`config.mk`:
```
export PLATFORM = sky130hd
export DESIGN_NAME = trng_refill_ctrl
export DESIGN_NICKNAME = d
export VERILOG_FILES = /design/src/rtl/trng_pkg.sv /design/src/rtl/trng_tick_div.sv /design/src/rtl/trng_lfsr64.sv /design/src/rtl/trng_sample_ctr.sv /design/src/rtl/trng_refill_ctrl.sv
export SDC_FILE = /design/constraint.sdc
export NUM_CORES = 1
export LEC_CHECK = 0
export ABC_AREA = 1
export BUFFER_PORTS_ARGS = -buffer_cell sky130_fd_sc_hd__buf_2
export CELL_PAD_IN_SITES_DETAIL_PLACEMENT = 0
export CELL_PAD_IN_SITES_GLOBAL_PLACEMENT = 1
export CORE_ASPECT_RATIO = 0.75
export CORE_MARGIN = 2
export CORE_UTILIZATION = 42
export CTS_BUF_LIST = sky130_fd_sc_hd__clkbuf_4
export CTS_CLUSTER_SIZE = 40
export DETAILED_ROUTE_END_ITERATION = 16
export GPL_ROUTABILITY_DRIVEN = 0
export GPL_TIMING_DRIVEN = 0
export PLACE_DENSITY = 0.85
export SKIP_LAST_GASP = 1
export SYNTH_ARGS = -nofsm -noshare
export SYNTH_HDL_FRONTEND = slang
export SYNTH_HIERARCHICAL = 1
export SYNTH_SLANG_ARGS = --single-unit
```
`constraint.sdc`:
```
create_clock -name clk -period 4.4 [get_ports clk]
set_input_delay 0.88 -clock clk [delete_from_list [all_inputs] [get_ports clk]]
set_output_delay 0.88 -clock clk [all_outputs]
set_load 0.02 [all_outputs]
```
`src/rtl/trng_pkg.sv`:
```
package trng_pkg;
  localparam int DATA_W   = 32;
  localparam int ADDR_W   = 3;
  localparam int FIELD_W  = 8;
  localparam int RES_W    = 64;

  localparam int RUN_BIT    = 10;
  localparam int WARM_LSB   = 16;
  localparam int MINF_LSB   = 0;
  localparam int DIV_LSB    = 8;
  localparam int MAXF_LSB   = 16;

  localparam int WARM_SHIFT = 8;
  localparam int MINF_SHIFT = 6;
  localparam int MAXF_SHIFT = 8;

  typedef enum logic [ADDR_W-1:0] {
    OFS_RES_LO = 3'd0,
    OFS_RES_HI = 3'd1,
    OFS_STAT   = 3'd2,
    OFS_MASK   = 3'd3,
    OFS_ACK    = 3'd4,
    OFS_CTRL   = 3'd5,
    OFS_CFG    = 3'd6
  } reg_ofs_e;

  typedef enum logic [1:0] {
    PH_IDLE = 2'd0,
    PH_WARM = 2'd1,
    PH_FILL = 2'd2,
    PH_HOLD = 2'd3
  } phase_e;
endpackage

```
`src/rtl/trng_tick_div.sv`:
```
module trng_tick_div #(
  parameter int DIV_W = 8
) (
  input  logic             clk,
  input  logic             rst,
  input  logic             run,
  input  logic             restart,
  input  logic [DIV_W-1:0] div,
  output logic             tick
);
  logic [DIV_W-1:0] cnt_q;

  assign tick = run && (cnt_q == div);

  always_ff @(posedge clk) begin
    if (rst || !run || restart) cnt_q <= '0;
    else if (tick)              cnt_q <= '0;
    else                        cnt_q <= cnt_q + 1'b1;
  end


  tick_spacing_chk: assert property (@(posedge clk) disable iff (rst)
    (tick && div != '0 && !restart && $stable(div)) |=> !tick);
endmodule

```
`src/rtl/trng_lfsr64.sv`:
```
module trng_lfsr64 #(
  parameter int              W    = 64,
  parameter logic [W-1:0]    TAPS = 64'hD800_0000_0000_0000,
  parameter logic [W-1:0]    SEED = 64'h1234_5678_9ABC_DEF1
) (
  input  logic         clk,
  input  logic         rst,
  input  logic         step,
  output logic [W-1:0] state
);
  always_ff @(posedge clk) begin
    if (rst)       state <= SEED;
    else if (step) state <= (state >> 1) ^ (state[0] ? TAPS : '0);
  end


  lfsr_nonzero_chk: assert property (@(posedge clk) disable iff (rst)
    state != '0);
endmodule

```
`src/rtl/trng_sample_ctr.sv`:
```
module trng_sample_ctr #(
  parameter int CNT_W = 25
) (
  input  logic             clk,
  input  logic             rst,
  input  logic             clear,
  input  logic             en,
  input  logic [CNT_W-1:0] target,
  output logic             done
);
  logic [CNT_W-1:0] cnt_q;
  logic [CNT_W-1:0] cnt_inc;

  assign cnt_inc = cnt_q + 1'b1;
  assign done    = en && (cnt_inc >= target);

  always_ff @(posedge clk) begin
    if (rst || clear) cnt_q <= '0;
    else if (en)      cnt_q <= done ? '0 : cnt_inc;
  end


  cnt_wrap_chk: assert property (@(posedge clk) disable iff (rst)
    (done && !clear) |=> (cnt_q == '0));
endmodule

```
`src/rtl/trng_refill_ctrl.sv`:
```
module trng_refill_ctrl
  import trng_pkg::*;
#(
  parameter int FULL_SAMPLES = 1 << 24
) (
  input  logic              clk,
  input  logic              rst,
  input  logic              reg_wr,
  input  logic              reg_rd,
  input  logic [ADDR_W-1:0] reg_addr,
  input  logic [DATA_W-1:0] reg_wdata,
  output logic [DATA_W-1:0] reg_rdata,
  output logic              irq
);
  localparam int FIELD_MAX = ((1 << FIELD_W) - 1) << 8;
  localparam int MAX_CNT   = (FULL_SAMPLES > FIELD_MAX) ? FULL_SAMPLES : FIELD_MAX;
  localparam int CNT_W     = $clog2(MAX_CNT + 1);
  localparam logic [CNT_W-1:0] FULL_C = CNT_W'(FULL_SAMPLES);

  logic               run_q;
  logic [FIELD_W-1:0] warm_f_q, minf_q, div_q, maxf_q;
  logic               mask_q;
  phase_e             phase_q, phase_d;
  logic [RES_W-1:0]   res_q;
  logic [DATA_W-1:0]  rdata_q;
  logic               ready;

  logic wr_ctrl, wr_cfg, wr_mask, ack_hit, go, restart;
  logic tick, cnt_en, done;
  logic [RES_W-1:0] lfsr;
  logic [CNT_W-1:0] warm_cnt, min_cnt, max_cnt, fill_cnt, target;

  assign ready   = (phase_q == PH_HOLD);
  assign wr_ctrl = reg_wr && (reg_addr == OFS_CTRL);
  assign wr_cfg  = reg_wr && (reg_addr == OFS_CFG);
  assign wr_mask = reg_wr && (reg_addr == OFS_MASK);
  assign ack_hit = reg_wr && (reg_addr == OFS_ACK) && reg_wdata[0] && ready;
  assign go      = wr_ctrl && reg_wdata[RUN_BIT] && (phase_q == PH_IDLE);
  assign restart = go || ack_hit;

  // scaled sample counts: zero field selects the full count
  assign warm_cnt = (warm_f_q == '0) ? FULL_C : (CNT_W'(warm_f_q) << WARM_SHIFT);
  assign min_cnt  = (minf_q   == '0) ? FULL_C : (CNT_W'(minf_q)   << MINF_SHIFT);
  assign max_cnt  = (maxf_q   == '0) ? FULL_C : (CNT_W'(maxf_q)   << MAXF_SHIFT);
  assign fill_cnt = (min_cnt > max_cnt) ? min_cnt : max_cnt;
  assign target   = (phase_q == PH_WARM) ? warm_cnt : fill_cnt;
  assign cnt_en   = tick && ((phase_q == PH_WARM) || (phase_q == PH_FILL));

  trng_tick_div #(.DIV_W(FIELD_W)) u_div (
    .clk(clk), .rst(rst), .run(run_q), .restart(restart),
    .div(div_q), .tick(tick)
  );

  trng_lfsr64 #(.W(RES_W)) u_src (
    .clk(clk), .rst(rst), .step(tick), .state(lfsr)
  );

  trng_sample_ctr #(.CNT_W(CNT_W)) u_cnt (
    .clk(clk), .rst(rst), .clear(restart), .en(cnt_en),
    .target(target), .done(done)
  );

  always_comb begin
    phase_d = phase_q;
    if (wr_ctrl && !reg_wdata[RUN_BIT]) phase_d = PH_IDLE;
    else if (go)                        phase_d = PH_WARM;
    else if (ack_hit)                   phase_d = PH_FILL;
    else if (done)                      phase_d = PH_HOLD;
  end

  always_ff @(posedge clk) begin
    if (rst) begin
      run_q    <= 1'b0;
      warm_f_q <= '0;
      minf_q   <= '0;
      div_q    <= '0;
      maxf_q   <= '0;
      mask_q   <= 1'b0;
      phase_q  <= PH_IDLE;
      res_q    <= '0;
    end else begin
      phase_q <= phase_d;
      if (wr_ctrl) begin
        run_q    <= reg_wdata[RUN_BIT];
        warm_f_q <= reg_wdata[WARM_LSB +: FIELD_W];
      end
      if (wr_cfg) begin
        minf_q <= reg_wdata[MINF_LSB +: FIELD_W];
        div_q  <= reg_wdata[DIV_LSB  +: FIELD_W];
        maxf_q <= reg_wdata[MAXF_LSB +: FIELD_W];
      end
      if (wr_mask) mask_q <= reg_wdata[0];
      if (phase_d == PH_HOLD && phase_q != PH_HOLD) res_q <= lfsr;
    end
  end

  always_ff @(posedge clk) begin
    if (rst) rdata_q <= '0;
    else if (reg_rd) begin
      rdata_q <= '0;
      case (reg_addr)
        OFS_RES_LO: rdata_q <= res_q[DATA_W-1:0];
        OFS_RES_HI: rdata_q <= res_q[RES_W-1:DATA_W];
        OFS_STAT:   rdata_q[0] <= ready;
        OFS_MASK:   rdata_q[0] <= mask_q;
        OFS_CTRL: begin
          rdata_q[RUN_BIT] <= run_q;
          rdata_q[WARM_LSB +: FIELD_W] <= warm_f_q;
        end
        OFS_CFG: begin
          rdata_q[MINF_LSB +: FIELD_W] <= minf_q;
          rdata_q[DIV_LSB  +: FIELD_W] <= div_q;
          rdata_q[MAXF_LSB +: FIELD_W] <= maxf_q;
        end
        default: rdata_q <= '0;
      endcase
    end
  end

  assign reg_rdata = rdata_q;
  assign irq       = ready && mask_q;


  res_stable_chk: assert property (@(posedge clk) disable iff (rst)
    (ready && $past(ready)) |-> $stable(res_q));

  stop_clears_chk: assert property (@(posedge clk) disable iff (rst)
    (wr_ctrl && !reg_wdata[RUN_BIT]) |=> !irq);

  ack_clears_chk: assert property (@(posedge clk) disable iff (rst)
    (reg_wr && reg_addr == OFS_ACK && reg_wdata[0] && ready) |=> !ready);

  ready_needs_run_chk: assert property (@(posedge clk) disable iff (rst)
    $rose(ready) |-> run_q);

  stat_upper_zero_chk: assert property (@(posedge clk) disable iff (rst)
    $past(reg_rd && reg_addr == OFS_STAT) |-> (reg_rdata[DATA_W-1:1] == '0));
endmodule

```
==> results of run 1 <==
## stage by stage
stage	setup TNS (ps)	power [mW]	cells	cell area, um2
after CTS	0	4.54	2226	13200
after detailed placement	-8650	2.67	2121	12400
after global routing	-2600	4.81	2235	13500
after global placement	-6060	2.66	2121	12400
final	0	4.59	2237	13500
after floorplan	0	2.52	1709	11700
## cells by family after synthesis
family | Yosys count | synth area share, %
and+or+nand+nor | 885 | 33.2
buffers and inverters | 306 | 11.7
DFF | 229 | 39.4
AOI/OAI and AO/OA | 213 | 9.68
adders and majority gates | 37 | 3.97
xor gates and xnor gates | 24 | 2.00
other | 1 | 0.0322
muxes | 1 | 0.0859
## synth_stat cells, drive strengths merged
| library cell | instances | share of area [%] |
|---|---|---|
| nor3b | 1 | 0.11 |
| nand4 | 105 | 5.8 |
| ha | 37 | 4.0 |
| buf | 59 | 3.6 |
| dlygate4sd1 | 1 | 0.075 |
| o21ai | 85 | 3.7 |
| and2 | 1 | 0.054 |
| nand2 | 429 | 14 |
| nor2 | 255 | 8.8 |
| xor2 | 17 | 1.5 |
| nand3 | 76 | 3.4 |
| mux2i | 1 | 0.086 |
| clkbuf | 42 | 1.5 |
| inv | 204 | 6.6 |
| conb | 1 | 0.032 |
| o22ai | 9 | 0.48 |
| nand3b | 6 | 0.39 |
| o21bai | 1 | 0.064 |
| nor4 | 2 | 0.11 |
| nor3 | 7 | 0.30 |
| o211ai | 14 | 0.90 |
| a211oi | 1 | 0.064 |
| a21oi | 95 | 4.1 |
| dfxtp | 229 | 39 |
| a31oi | 8 | 0.43 |
| xnor2 | 7 | 0.53 |
| or2 | 3 | 0.16 |
## registers in the layout (all words and copies together), names as in the netlist, 2 cells and up
register / cells
reg_rdata: 32
div_q: 8
phase_q: 2
res_q: 64
u_src/state: 64
minf_q: 8
warm_f_q: 8
u_cnt/cnt_q: 25
u_div/cnt_q: 8
maxf_q: 8
## power by group
part	total, mW	leakage [nW]	switching, mW	internal [mW]
Sequential	2.14	1.85	0.0286	2.11
Clock	1.86	0.437	0.930	0.934
Combinational	0.585	3.80	0.376	0.209
Total	4.59	6.09	1.34	3.25
## metal layers
layer,wire [um],share of wire [%],vias to the layer above
met5,10,0.028,-
met3,2770,7.8,68
li1,-,-,5763
met4,590,1.7,2
met2,13900,39,338
met1,18100,51,5325
## layout make-up
| class | count | area, um2 | area share, % |
|---|---|---|---|
| well taps | 351 | 439 | 3.26 |
| clock buffers | 77 | 578 | 4.29 |
| clock inverters | 26 | 158 | 1.17 |
| flip-flops and latches | 229 | 4590 | 34.0 |
| repair buffers | 71 | 397 | 2.94 |
| diodes | 3 | 7.51 | 0.0557 |
| multi-input cells | 1174 | 5930 | 44.0 |
| plain buffers | 102 | 618 | 4.59 |
| inverters | 204 | 768 | 5.70 |
## critical path: cells and delay by family, from the launching register on
| kind | cells | cell delay (ps) |
|---|---|---|
| and+or+nand+nor | 22 | 2490 |
| buffers and inverters | 6 | 670 |
| adders and majority gates | 2 | 550 |
| DFF | 1 | 320 |
| AOI/OAI and AO/OA | 1 | 150 |
## worst paths after layout
check | to | cells after the start | start | slack [ps]
max | res_q[52] | 31 | maxf_q[3] | 110
min | maxf_q[7] | 3 | reg_wdata[23] | 430
max reg2reg | res_q[52] | 31 | maxf_q[3] | 110
min reg2reg | reg_rdata[8] | 2 | reg_rdata[8] | 470
## what timing repair did
| action | 4_1_cts | 5_1_grt |
|---|---|---|
| buffers inserted | 2 | 7 |
| gates cloned | 0 | 1 |
| resized for setup | 1 | 56 |
| endpoints found under the setup margin | 65 | 65 |
| pin swaps | 2 | 17 |
==> flow_summary.html, run 1 <==
<table>
<tr><th>Metric</th><th>Value</th></tr>
<tr><th colspan="2">Worst setup path</th></tr>
<tr><td>Critical path class</td><td>flip-flop to flip-flop</td></tr>
<tr><td>Cell repeated most along the worst path</td><td>nand2_2</td></tr>
<tr><td>Largest fanout on the critical path</td><td>10</td></tr>
<tr><td>Worst path required time</td><td>5020 ps</td></tr>
<tr><td>Kind of launch point of the worst setup path</td><td>flip-flop</td></tr>
<tr><td>Worst-path cell with the longest stage delay</td><td>dfxtp_1</td></tr>
<tr><td>Capturing element type of the critical path</td><td>flip-flop</td></tr>
<tr><td>CP Data Arrival Time</td><td>4910 ps</td></tr>
<tr><td>Delay contributed by the slowest stage of the critical path</td><td>320 ps</td></tr>
<tr><th colspan="2">STA</th></tr>
<tr><td>Worst slew slack as a fraction of its limit</td><td>42.1%</td></tr>
<tr><td>Max-slew violations</td><td>0</td></tr>
<tr><td>Worst-margin pin slew</td><td>864 ps</td></tr>
<tr><td>Fin Clk Skew</td><td>23.0 ps</td></tr>
<tr><td>Period Utilization, post-route</td><td>97.5%</td></tr>
<tr><td>Fin. Hold Viols</td><td>0</td></tr>
<tr><td>Time the worst path needs with I/O delays and setup</td><td>4290 ps</td></tr>
<tr><td>Final setup slack of the worst path</td><td>109 ps</td></tr>
<tr><td>Setup Viol. Count Final</td><td>0</td></tr>
<tr><td>Worst hold slack</td><td>434 ps</td></tr>
<tr><td>Maximum achievable frequency</td><td>0.233 GHz</td></tr>
<tr><th colspan="2">Global routing</th></tr>
<tr><td>GRT Overall Usage</td><td>24.2%</td></tr>
<tr><td>GRT Residual Overflow</td><td>0</td></tr>
<tr><td>Number of antenna violations at the first check in global routing</td><td>3</td></tr>
<tr><td>Met2 Resource Use GR</td><td>34.2%</td></tr>
<tr><td>GR met1 Demand/Resource</td><td>36.4%</td></tr>
<tr><td>Number of global-route vias before repair</td><td>10,566</td></tr>
<tr><td>First-pass GRT wire length</td><td>55,400 um</td></tr>
<tr><td>Busiest grt layer</td><td>met1</td></tr>
<tr><td>Met3 Resource Use GR</td><td>5.71%</td></tr>
<tr><td>Largest net degree at the start of global routing</td><td>16</td></tr>
<tr><th colspan="2">CTS</th></tr>
<tr><td>Buffer type at the clock tree root</td><td>clkbuf_4</td></tr>
<tr><td>Sink Count</td><td>229</td></tr>
<tr><td>Cts bufs inserted</td><td>60</td></tr>
<tr><td>Clock latency at the later pin of the worst-skew pair</td><td>740 ps</td></tr>
<tr><td>Clock edge transition at the registers on the reported setup and hold paths</td><td>80 ps</td></tr>
<tr><td># hold bufs at CTS</td><td>0</td></tr>
<tr><td>CTS tree</td><td>built</td></tr>
<tr><td>Number of levels in the clock H-tree</td><td>2</td></tr>
<tr><td>Buffer levels on the longest clock path</td><td>3</td></tr>
<tr><th colspan="2">Finish</th></tr>
<tr><td>Layout cells sized above 1</td><td>15.8%</td></tr>
<tr><td>Net count reported at finish</td><td>1,918</td></tr>
<tr><td>Growth of design area from synthesis to finish</td><td>15.7%</td></tr>
<tr><td>Post-Route Utilization</td><td>49.7%</td></tr>
<tr><td>Layout filler cell count</td><td>2,843</td></tr>
<tr><td>Most frequent cells in the layout</td><td>nand2_1, nor2_1, dfxtp_1</td></tr>
<tr><td>Most common cell after layout, fill and taps aside</td><td>nand2_1</td></tr>
<tr><th colspan="2">Placement</th></tr>
<tr><td>Detailed-placement wirelength estimate</td><td>26,500 um</td></tr>
<tr><td>Count of input and output buffers</td><td>61</td></tr>
<tr><td>Place WS</td><td>-192 ps</td></tr>
<tr><th colspan="2">Logic synthesis</th></tr>
<tr><td>Number of cells produced by synthesis</td><td>1,696</td></tr>
<tr><td>Post-synthesis cell area</td><td>0.0116 mm2</td></tr>
<tr><td>Count of cell types in the netlist</td><td>43</td></tr>
<tr><td>Count of yosys warnings during synthesis</td><td>6</td></tr>
<tr><td>Average cell area after synthesis</td><td>6.87 um2</td></tr>
<tr><td>Part of the Yosys area used for sequential elements</td><td>39.4%</td></tr>
<tr><td>Yosys reg bits</td><td>229</td></tr>
<tr><th colspan="2">Routing</th></tr>
<tr><td>Drt first pass iters</td><td>5</td></tr>
<tr><td>Wire length per cell</td><td>15.8 um</td></tr>
<tr><td>ANT nets after route</td><td>0</td></tr>
<tr><td>Total vias in the final route</td><td>11,496</td></tr>
<tr><td>Wire length after detailed routing</td><td>35,300 um</td></tr>
<tr><td>DRC violations left</td><td>0</td></tr>
<tr><td>Violation count after the first detailed-route iteration</td><td>867</td></tr>
<tr><td>Drt via density</td><td>5.14</td></tr>
<tr><th colspan="2">Floorplan</th></tr>
<tr><td>Die height</td><td>148 um</td></tr>
<tr><td>Die Area</td><td>0.0291 mm2</td></tr>
<tr><td>Initial standard-cell utilization of the core</td><td>42.9%</td></tr>
<tr><td>Row Count</td><td>52</td></tr>
<tr><td>IO Pins</td><td>72</td></tr>
<tr><td>Die span in x</td><td>196 um</td></tr>
<tr><td>Core area</td><td>0.0271 mm2</td></tr>
<tr><th colspan="2">Min path</th></tr>
<tr><td>Tightest Hold Check Type</td><td>input port to flip-flop</td></tr>
<tr><th colspan="2">Flow run</th></tr>
<tr><td>Max cap viols</td><td>0</td></tr>
<tr><th colspan="2">Status</th></tr>
<tr><td>Outcome</td><td>complete, no violations</td></tr>
<tr><th colspan="2">Power and ir drop</th></tr>
<tr><td>Worst-case vdd ir drop</td><td>0.000200 V</td></tr>
<tr><td>Ratio of total power to cell area</td><td>341 mW/mm2</td></tr>
<tr><td>Leakage power of the design</td><td>6.09 nW</td></tr>
</table>
Power figures use the tool's default switching activity.
==> inputs of run 2 (changes only) <==
--- a/config.mk
+++ b/config.mk
@@ -17,7 +17,7 @@
 export DETAILED_ROUTE_END_ITERATION = 16
 export GPL_ROUTABILITY_DRIVEN = 0
 export GPL_TIMING_DRIVEN = 0
-export PLACE_DENSITY = 0.85
+export PLACE_DENSITY_LB_ADDON = 0.15
 export SKIP_LAST_GASP = 1
 export SYNTH_ARGS = -nofsm -noshare
 export SYNTH_HDL_FRONTEND = slang
==> constraint.sdc (replaced) <==
create_clock -name clk -period 4.4 [get_ports clk]
set_input_delay 0.66 -clock clk [delete_from_list [all_inputs] [get_ports clk]]
set_output_delay 0.66 -clock clk [all_outputs]
set_load 0.02 [all_outputs]
==> flow_summary.html, run 2 (same netlist as run 1, synthesis figures left out) <==
<table>
<tr><th>Metric</th><th>Value</th></tr>
<tr><th colspan="2">Min path</th></tr>
<tr><td>Tightest Hold Check Type</td><td>input port to flip-flop</td></tr>
<tr><td>Hold Crit Start</td><td>reg_wdata[2]</td></tr>
<tr><td>Min-Delay Path Depth</td><td>3 (unchanged)</td></tr>
<tr><td>Sink of the worst hold path</td><td>minf_q[2]</td></tr>
<tr><th colspan="2">CTS</th></tr>
<tr><td>Number of levels in the clock H-tree</td><td>2 (unchanged)</td></tr>
<tr><td>Sink Count</td><td>229 (unchanged)</td></tr>
<tr><td># hold bufs at CTS</td><td>0 (unchanged)</td></tr>
<tr><td>CTS tree</td><td>built</td></tr>
<tr><td>Cts bufs inserted</td><td>60 (unchanged)</td></tr>
<tr><td>Clock latency at the later pin of the worst-skew pair</td><td>760 ps (+20 ps)</td></tr>
<tr><td>Buffer type at the clock tree root</td><td>clkbuf_4</td></tr>
<tr><td>Clock edge transition at the registers on the reported setup and hold paths</td><td>60 ps (-20 ps)</td></tr>
<tr><td>Buffer levels on the longest clock path</td><td>3 (unchanged)</td></tr>
<tr><th colspan="2">Worst setup path</th></tr>
<tr><td>Worst-path cell with the longest stage delay</td><td>dfxtp_2</td></tr>
<tr><td>Number of cells traversed by the worst register-to-register path</td><td>32 (+3.2%)</td></tr>
<tr><td>Buffer and inverter count on the worst path</td><td>7 (+1)</td></tr>
<tr><td>Largest fanout on the critical path</td><td>10 (unchanged)</td></tr>
<tr><td>Cell type group with the largest total delay on the critical path</td><td>simple AND/OR/NAND/NOR gates</td></tr>
<tr><td>CP Data Arrival Time</td><td>4950 ps (+40 ps)</td></tr>
<tr><td>Delay contributed by the slowest stage of the critical path</td><td>330 ps (about the same)</td></tr>
<tr><td>Worst path required time</td><td>5070 ps (+50 ps)</td></tr>
<tr><td>Startpoint of the lowest-slack register-to-register path</td><td>maxf_q[0]</td></tr>
<tr><td>Kind of launch point of the worst setup path</td><td>flip-flop</td></tr>
<tr><td>Register-to-register path setup slack</td><td>120 ps (about the same)</td></tr>
<tr><td>Cell repeated most along the worst path</td><td>nand2_2</td></tr>
<tr><td>Capturing element type of the critical path</td><td>flip-flop</td></tr>
<tr><td>Critical path class</td><td>flip-flop to flip-flop</td></tr>
<tr><td>Capturing point of the worst reg2reg path</td><td>res_q[62]</td></tr>
<tr><th colspan="2">Floorplan</th></tr>
<tr><td>Die height</td><td>148 um (unchanged)</td></tr>
<tr><td>Die span in x</td><td>196 um (unchanged)</td></tr>
<tr><td>Row Count</td><td>52 (unchanged)</td></tr>
<tr><td>Die Area</td><td>0.0291 mm2 (unchanged)</td></tr>
<tr><td>IO Pins</td><td>72 (unchanged)</td></tr>
<tr><td>Core area</td><td>0.0271 mm2 (unchanged)</td></tr>
<tr><td>Initial standard-cell utilization of the core</td><td>42.9% (unchanged)</td></tr>
<tr><th colspan="2">Global routing</th></tr>
<tr><td>Number of global-route vias before repair</td><td>10,268 (-2.8%)</td></tr>
<tr><td>GRT Overall Usage</td><td>24.4% (+0.24 points)</td></tr>
<tr><td>First-pass GRT wire length</td><td>55,400 um (unchanged)</td></tr>
<tr><td>Largest net degree at the start of global routing</td><td>17 (+1)</td></tr>
<tr><td>GRT Residual Overflow</td><td>0 (unchanged)</td></tr>
<tr><td>Number of antenna violations at the first check in global routing</td><td>1 (-2)</td></tr>
<tr><th colspan="2">STA</th></tr>
<tr><td>Setup repair after global routing missed its margin</td><td>yes</td></tr>
<tr><td>Maximum achievable frequency</td><td>0.234 GHz (+0.26%)</td></tr>
<tr><td>Worst hold slack</td><td>186 ps (-248 ps)</td></tr>
<tr><td>Time the worst path needs with I/O delays and setup</td><td>4280 ps (-11.0 ps)</td></tr>
<tr><td>Fin. Hold Viols</td><td>0 (unchanged)</td></tr>
<tr><td>Max-slew violations</td><td>0 (unchanged)</td></tr>
<tr><td>Period Utilization, post-route</td><td>97.3% (-0.25 points)</td></tr>
<tr><td>Fin Clk Skew</td><td>44.5 ps (+21.5 ps)</td></tr>
<tr><td>Worst slew slack as a fraction of its limit</td><td>42.7% (+0.64 points)</td></tr>
<tr><td>Setup Viol. Count Final</td><td>0 (unchanged)</td></tr>
<tr><td>Worst-margin pin slew</td><td>855 ps (-9.48 ps)</td></tr>
<tr><th colspan="2">Routing</th></tr>
<tr><td>Wire length per cell</td><td>16.0 um (+1.5%)</td></tr>
<tr><td>Violation count after the first detailed-route iteration</td><td>778 (-10%)</td></tr>
<tr><td>Total vias in the final route</td><td>11,316 (-1.6%)</td></tr>
<tr><td>ANT nets after route</td><td>0 (unchanged)</td></tr>
<tr><td>DRC violations left</td><td>0 (unchanged)</td></tr>
<tr><td>Wire length after detailed routing</td><td>35,900 um (+1.7%)</td></tr>
<tr><td>Drt via density</td><td>5.05 (-1.7%)</td></tr>
<tr><td>Drt first pass iters</td><td>5 (unchanged)</td></tr>
<tr><th colspan="2">Finish</th></tr>
<tr><td>Most common cell after layout, fill and taps aside</td><td>nand2_1</td></tr>
<tr><td>Net count reported at finish</td><td>1,923 (+0.26%)</td></tr>
<tr><td>Layout filler cell count</td><td>2,856 (+0.46%)</td></tr>
<tr><td>Post-Route Utilization</td><td>50.3% (+0.63 points)</td></tr>
<tr><td>Growth of design area from synthesis to finish</td><td>17.1%</td></tr>
<tr><td>Layout cells sized above 1</td><td>17.0% (+1.3 points)</td></tr>
<tr><td>Most frequent cells in the layout</td><td>nand2_1, nor2_1, dfxtp_1</td></tr>
<tr><th colspan="2">Flow run</th></tr>
<tr><td>Max cap viols</td><td>0 (unchanged)</td></tr>
<tr><th colspan="2">Placement</th></tr>
<tr><td>Detailed-placement wirelength estimate</td><td>26,800 um (+1.0%)</td></tr>
<tr><td>Count of input and output buffers</td><td>61 (unchanged)</td></tr>
<tr><th colspan="2">Power and ir drop</th></tr>
<tr><td>Ratio of total power to cell area</td><td>346 mW/mm2 (+1.6%)</td></tr>
<tr><td>Worst-case vdd ir drop</td><td>0.000200 V (-0.25%)</td></tr>
<tr><td>Leakage power of the design</td><td>6.15 nW (+0.96%)</td></tr>
<tr><th colspan="2">Status</th></tr>
<tr><td>Outcome</td><td>complete, no violations</td></tr>
</table>
-- run 2: where the power goes --
group | internal (mW) | total (mW) | switching [mW] | leakage, nW
logic | 0.224 | 0.618 | 0.394 | 3.84
clock network | 1.03 | 1.96 | 0.937 | 0.461
registers | 2.11 | 2.14 | 0.0291 | 1.85
-- run 2: cell type report --
type / instances / area, um2 / share of cell area [%]
timing repair buffer: 75 / 453 / 3.32
multi-input combinational: 1175 / 6000 / 43.9
buffer: 102 / 619 / 4.54
antenna: 1 / 2.50 / 0.0183
clock buffer: 88 / 661 / 4.84
sequential: 229 / 4590 / 33.6
clock inverter: 16 / 119 / 0.871
inverter: 204 / 771 / 5.65
tap: 351 / 439 / 3.22
-- run 2: repair_timing --
action,4_1_cts,5_1_grt
endpoints found under the setup margin,65,65
gates resized for setup,6,64
cloned,0,4
buffers inserted,3,8
pin swaps,5,35
-- run 2: per-layer routing --
layer / share of wire [%] / track usage [%]
met1: 52 / 37.2
met2: 40 / 34.9
met5: 0 / 0
met3: 6.7 / 4.90
met4: 1.6 / 5.91
-- run 2: how the worst max path moves through the flow --
| stage | startpoint | end | slack, ps | cells after the start |
|---|---|---|---|---|
| 2_1_floorplan | maxf_q[0] | res_q[10] | 540 | 32 |
| 3_3_place_gp | maxf_q[0] | res_q[60] | -260 | 31 |
| 3_5_place_dp | minf_q[0] | res_q[62] | -270 | 33 |
| 4_1_cts | maxf_q[3] | res_q[62] | 10 | 32 |
| 5_1_grt | maxf_q[0] | res_q[60] | -100 | 31 |
| 6_report | maxf_q[0] | res_q[62] | 120 | 32 |
-- run 2: tightest hold or removal path, delay by kind of cell --
family	cells	cell delay (ps)
AOI/OAI and AO/OA	2	170
buffers and inverters	1	70
-- run 2: through the flow --
step	cells	cell area [um2]	TNS, ps	setup slack [ps]	power, mW
after floorplan	1709	11700	0	544	2.52
after global placement	2121	12400	-11280	-256	2.67
after detailed placement	2121	12400	-11710	-274	2.68
after CTS	2228	13300	0	10.9	4.65
after global routing	2241	13600	-2290	-102	4.95
final	2241	13600	0	120	4.72
==> inputs of run 3 (changes only) <==
--- a/config.mk
+++ b/config.mk
@@ -17,6 +17,7 @@
 export DETAILED_ROUTE_END_ITERATION = 16
 export GPL_ROUTABILITY_DRIVEN = 0
 export GPL_TIMING_DRIVEN = 0
+export MAX_ROUTING_LAYER = met4
 export PLACE_DENSITY_LB_ADDON = 0.15
 export SKIP_LAST_GASP = 1
 export SYNTH_ARGS = -nofsm -noshare
==> flow_summary.html, run 3 (same netlist as run 1, synthesis figures left out) <==
<table>
<tr><th>Metric</th><th>Value</th></tr>
<tr><th colspan="2">Finish</th></tr>
<tr><td>Most frequent cells in the layout</td><td>nand2_1, nor2_1, dfxtp_1</td></tr>
<tr><td>Sequential cell area</td><td>0.00459 mm2 (unchanged)</td></tr>
<tr><td>Net count reported at finish</td><td>1,923 (unchanged)</td></tr>
<tr><td>Layout cells sized above 1</td><td>17.0% (-0.053 points)</td></tr>
<tr><td>Growth of design area from synthesis to finish</td><td>17.1% (about the same)</td></tr>
<tr><td>Footprint of the multi-input gates</td><td>0.00598 mm2 (-0.21%)</td></tr>
<tr><td>Most common cell after layout, fill and taps aside</td><td>nand2_1</td></tr>
<tr><td>Layout filler cell count</td><td>2,862 (+0.21%)</td></tr>
<tr><th colspan="2">Global routing</th></tr>
<tr><td>Number of antenna violations at the first check in global routing</td><td>1 (unchanged)</td></tr>
<tr><td>First-pass GRT wire length</td><td>55,400 um (about the same)</td></tr>
<tr><td>Number of global-route vias before repair</td><td>10,268 (unchanged)</td></tr>
<tr><td>Largest net degree at the start of global routing</td><td>17 (unchanged)</td></tr>
<tr><td>GRT Residual Overflow</td><td>0 (unchanged)</td></tr>
<tr><td>GRT Overall Usage</td><td>25.2% (+0.73 points)</td></tr>
<tr><th colspan="2">Power and ir drop</th></tr>
<tr><td>Net load switching power</td><td>1.36 mW (+0.13%)</td></tr>
<tr><td>Part of the power in combinational logic</td><td>13.1% (about the same)</td></tr>
<tr><td>Clock share of power</td><td>41.6% (about the same)</td></tr>
<tr><td>Internal power summed over all cells</td><td>3.36 mW (about the same)</td></tr>
<tr><td>Share of power burned in registers</td><td>45.3% (about the same)</td></tr>
<tr><td>Leakage power of the design</td><td>6.15 nW (about the same)</td></tr>
<tr><td>Switching power share of the total</td><td>28.8% (about the same)</td></tr>
<tr><td>Worst-case vdd ir drop</td><td>0.000196 V (-1.6%)</td></tr>
<tr><td>Ratio of total power to cell area</td><td>346 mW/mm2 (+0.11%)</td></tr>
<tr><th colspan="2">Worst setup path</th></tr>
<tr><td>Cell repeated most along the worst path</td><td>nand2_2</td></tr>
<tr><td>Largest fanout on the critical path</td><td>10 (unchanged)</td></tr>
<tr><td>Capturing element type of the critical path</td><td>flip-flop</td></tr>
<tr><td>Startpoint of the lowest-slack register-to-register path</td><td>maxf_q[0]</td></tr>
<tr><td>Kind of launch point of the worst setup path</td><td>flip-flop</td></tr>
<tr><td>Critical path class</td><td>flip-flop to flip-flop</td></tr>
<tr><td>Number of cells traversed by the worst register-to-register path</td><td>30 (-6.3%)</td></tr>
<tr><td>Delay contributed by the slowest stage of the critical path</td><td>330 ps (about the same)</td></tr>
<tr><td>Register-to-register path setup slack</td><td>60 ps (-60 ps)</td></tr>
<tr><td>Worst-path cell with the longest stage delay</td><td>dfxtp_2</td></tr>
<tr><td>Capturing point of the worst reg2reg path</td><td>res_q[62]</td></tr>
<tr><td>Worst path required time</td><td>5080 ps (about the same)</td></tr>
<tr><td>CP Data Arrival Time</td><td>5020 ps (+70 ps)</td></tr>
<tr><th colspan="2">Routing</th></tr>
<tr><td>Drt via density</td><td>5.02 (-0.55%)</td></tr>
<tr><td>ANT nets after route</td><td>0 (unchanged)</td></tr>
<tr><td>Violation count after the first detailed-route iteration</td><td>741 (-4.8%)</td></tr>
<tr><td>Wire length per cell</td><td>16.1 um (+0.36%)</td></tr>
<tr><td>DRC violations left</td><td>0 (unchanged)</td></tr>
<tr><td>Total vias in the final route</td><td>11,259 (-0.50%)</td></tr>
<tr><td>Wire length after detailed routing</td><td>36,100 um (+0.40%)</td></tr>
<tr><td>Drt first pass iters</td><td>5 (unchanged)</td></tr>
<tr><th colspan="2">STA</th></tr>
<tr><td>Setup repair after global routing missed its margin</td><td>yes</td></tr>
<tr><td>Worst hold slack</td><td>187 ps (+1.34 ps)</td></tr>
<tr><td>Worst-margin pin slew</td><td>861 ps (+6.09 ps)</td></tr>
<tr><td>Time the worst path needs with I/O delays and setup</td><td>4340 ps (+56.4 ps)</td></tr>
<tr><td>Fin. Hold Viols</td><td>0 (unchanged)</td></tr>
<tr><td>Maximum achievable frequency</td><td>0.231 GHz (-1.3%)</td></tr>
<tr><td>Setup Viol. Count Final</td><td>0 (unchanged)</td></tr>
<tr><td>Worst slew slack as a fraction of its limit</td><td>42.3% (-0.41 points)</td></tr>
<tr><td>Period Utilization, post-route</td><td>98.5% (+1.3 points)</td></tr>
<tr><td>Setup tns final</td><td>0 ps (unchanged)</td></tr>
<tr><td>Max-slew violations</td><td>0 (unchanged)</td></tr>
<tr><td>Fin Clk Skew</td><td>42.9 ps (-1.57 ps)</td></tr>
<tr><th colspan="2">Floorplan</th></tr>
<tr><td>Die height</td><td>148 um (unchanged)</td></tr>
<tr><td>Core area</td><td>0.0271 mm2 (unchanged)</td></tr>
<tr><td>Die Area</td><td>0.0291 mm2 (unchanged)</td></tr>
<tr><td>Die span in x</td><td>196 um (unchanged)</td></tr>
<tr><td>Initial standard-cell utilization of the core</td><td>42.9% (unchanged)</td></tr>
<tr><td>IO Pins</td><td>72 (unchanged)</td></tr>
<tr><td>Row Count</td><td>52 (unchanged)</td></tr>
<tr><th colspan="2">CTS</th></tr>
<tr><td>Number of levels in the clock H-tree</td><td>2 (unchanged)</td></tr>
<tr><td>CTS tree</td><td>built</td></tr>
<tr><td>Sink Count</td><td>229 (unchanged)</td></tr>
<tr><td>Clock edge transition at the registers on the reported setup and hold paths</td><td>70 ps (about the same)</td></tr>
<tr><td>Clock latency at the later pin of the worst-skew pair</td><td>760 ps (about the same)</td></tr>
<tr><td>Cts bufs inserted</td><td>60 (unchanged)</td></tr>
<tr><td>Buffer type at the clock tree root</td><td>clkbuf_4</td></tr>
<tr><td>Buffer levels on the longest clock path</td><td>3 (unchanged)</td></tr>
<tr><th colspan="2">Status</th></tr>
<tr><td>Outcome</td><td>complete, no violations</td></tr>
<tr><th colspan="2">Min path</th></tr>
<tr><td>Sink of the worst hold path</td><td>minf_q[2]</td></tr>
<tr><td>Hold Crit Start</td><td>reg_wdata[2]</td></tr>
<tr><td>Tightest Hold Check Type</td><td>input port to flip-flop</td></tr>
<tr><td>Min-Delay Path Depth</td><td>3 (unchanged)</td></tr>
<tr><th colspan="2">Flow run</th></tr>
<tr><td>Max cap viols</td><td>0 (unchanged)</td></tr>
<tr><th colspan="2">Placement</th></tr>
<tr><td>Detailed-placement wirelength estimate</td><td>26,800 um (unchanged)</td></tr>
<tr><td>Count of input and output buffers</td><td>61 (unchanged)</td></tr>
</table>
==> run 3: cell types whose count changed in the layout (fill, tap and decap cells not counted) <==
| cell | previous run | this run |
|---|---|---|
| diode_2 | 1 | 2 |
| ha_1 | 29 | 30 |
| ha_4 | 8 | 7 |
==> run 3: worst max path at each step <==
stage                     slack [ps]  startpoint        end  cells past startpoint
after floorplan                  540   maxf_q[0]  res_q[10]                     32
after global placement          -260   maxf_q[0]  res_q[60]                     31
after detailed placement        -270   minf_q[0]  res_q[62]                     33
after CTS                         10   maxf_q[3]  res_q[62]                     32
after global routing             -80   maxf_q[0]  res_q[60]                     32
final                             60   maxf_q[0]  res_q[62]                     30
==> run 3: per-layer routing <==
layer	share of wire [%]	global-route usage [%]
met5	0	-
met2	40	34.9
met4	1.3	5.91
met3	6.4	4.88
met1	52	37.3
==> run 3: metrics by stage <==
step,std cells,total power [mW],area [um2],worst slack (ps),utilization (%)
global placement,2121,2.67,12400,-256,45.9
finish,2242,4.72,13600,63.8,50.3
detailed placement,2121,2.68,12400,-274,45.9
CTS,2228,4.65,13300,10.9,48.9
global route,2241,4.95,13600,-77.8,50.3
floorplan,1709,2.52,11700,544,-
==> run 3: power by group through the flow <==
stage / sequential [mW] / combinational, mW / clock, mW
2_1_floorplan: 2.18 / 0.337 / 0
3_3_place_gp: 2.19 / 0.487 / 0
3_5_place_dp: 2.19 / 0.489 / 0
4_1_cts: 2.14 / 0.504 / 2.01
5_1_grt: 2.14 / 0.679 / 2.12
6_report: 2.14 / 0.617 / 1.96
==> run 3: area by class of cell <==
class / count / share of cell area, %
multi-input combinational: 1175 / 43.9
sequential: 229 / 33.6
inverter: 204 / 5.65
clock buffer: 88 / 4.84
buffer: 102 / 4.54
timing repair buffer: 75 / 3.32
tap: 351 / 3.22
clock inverter: 16 / 0.872
antenna: 2 / 0.0367
==> run 3: repair_timing <==
action | in CTS | in global routing
pin swaps | 5 | 34
endpoints found under the setup margin | 65 | 65
hold buffers | 0 | 0
gates resized for setup | 6 | 63
gates cloned | 0 | 4
setup buffers | 3 | 8
hold endpoints to repair | 0 | 0
==> run 3: critical path: cells and delay by family, from the launching register on <==
family / cells / cell delay, ps
compound gates: 1 / 150
fa+ha+maj: 2 / 560
simple gates: 21 / 2510
flops: 1 / 330
buf+inv: 6 / 670
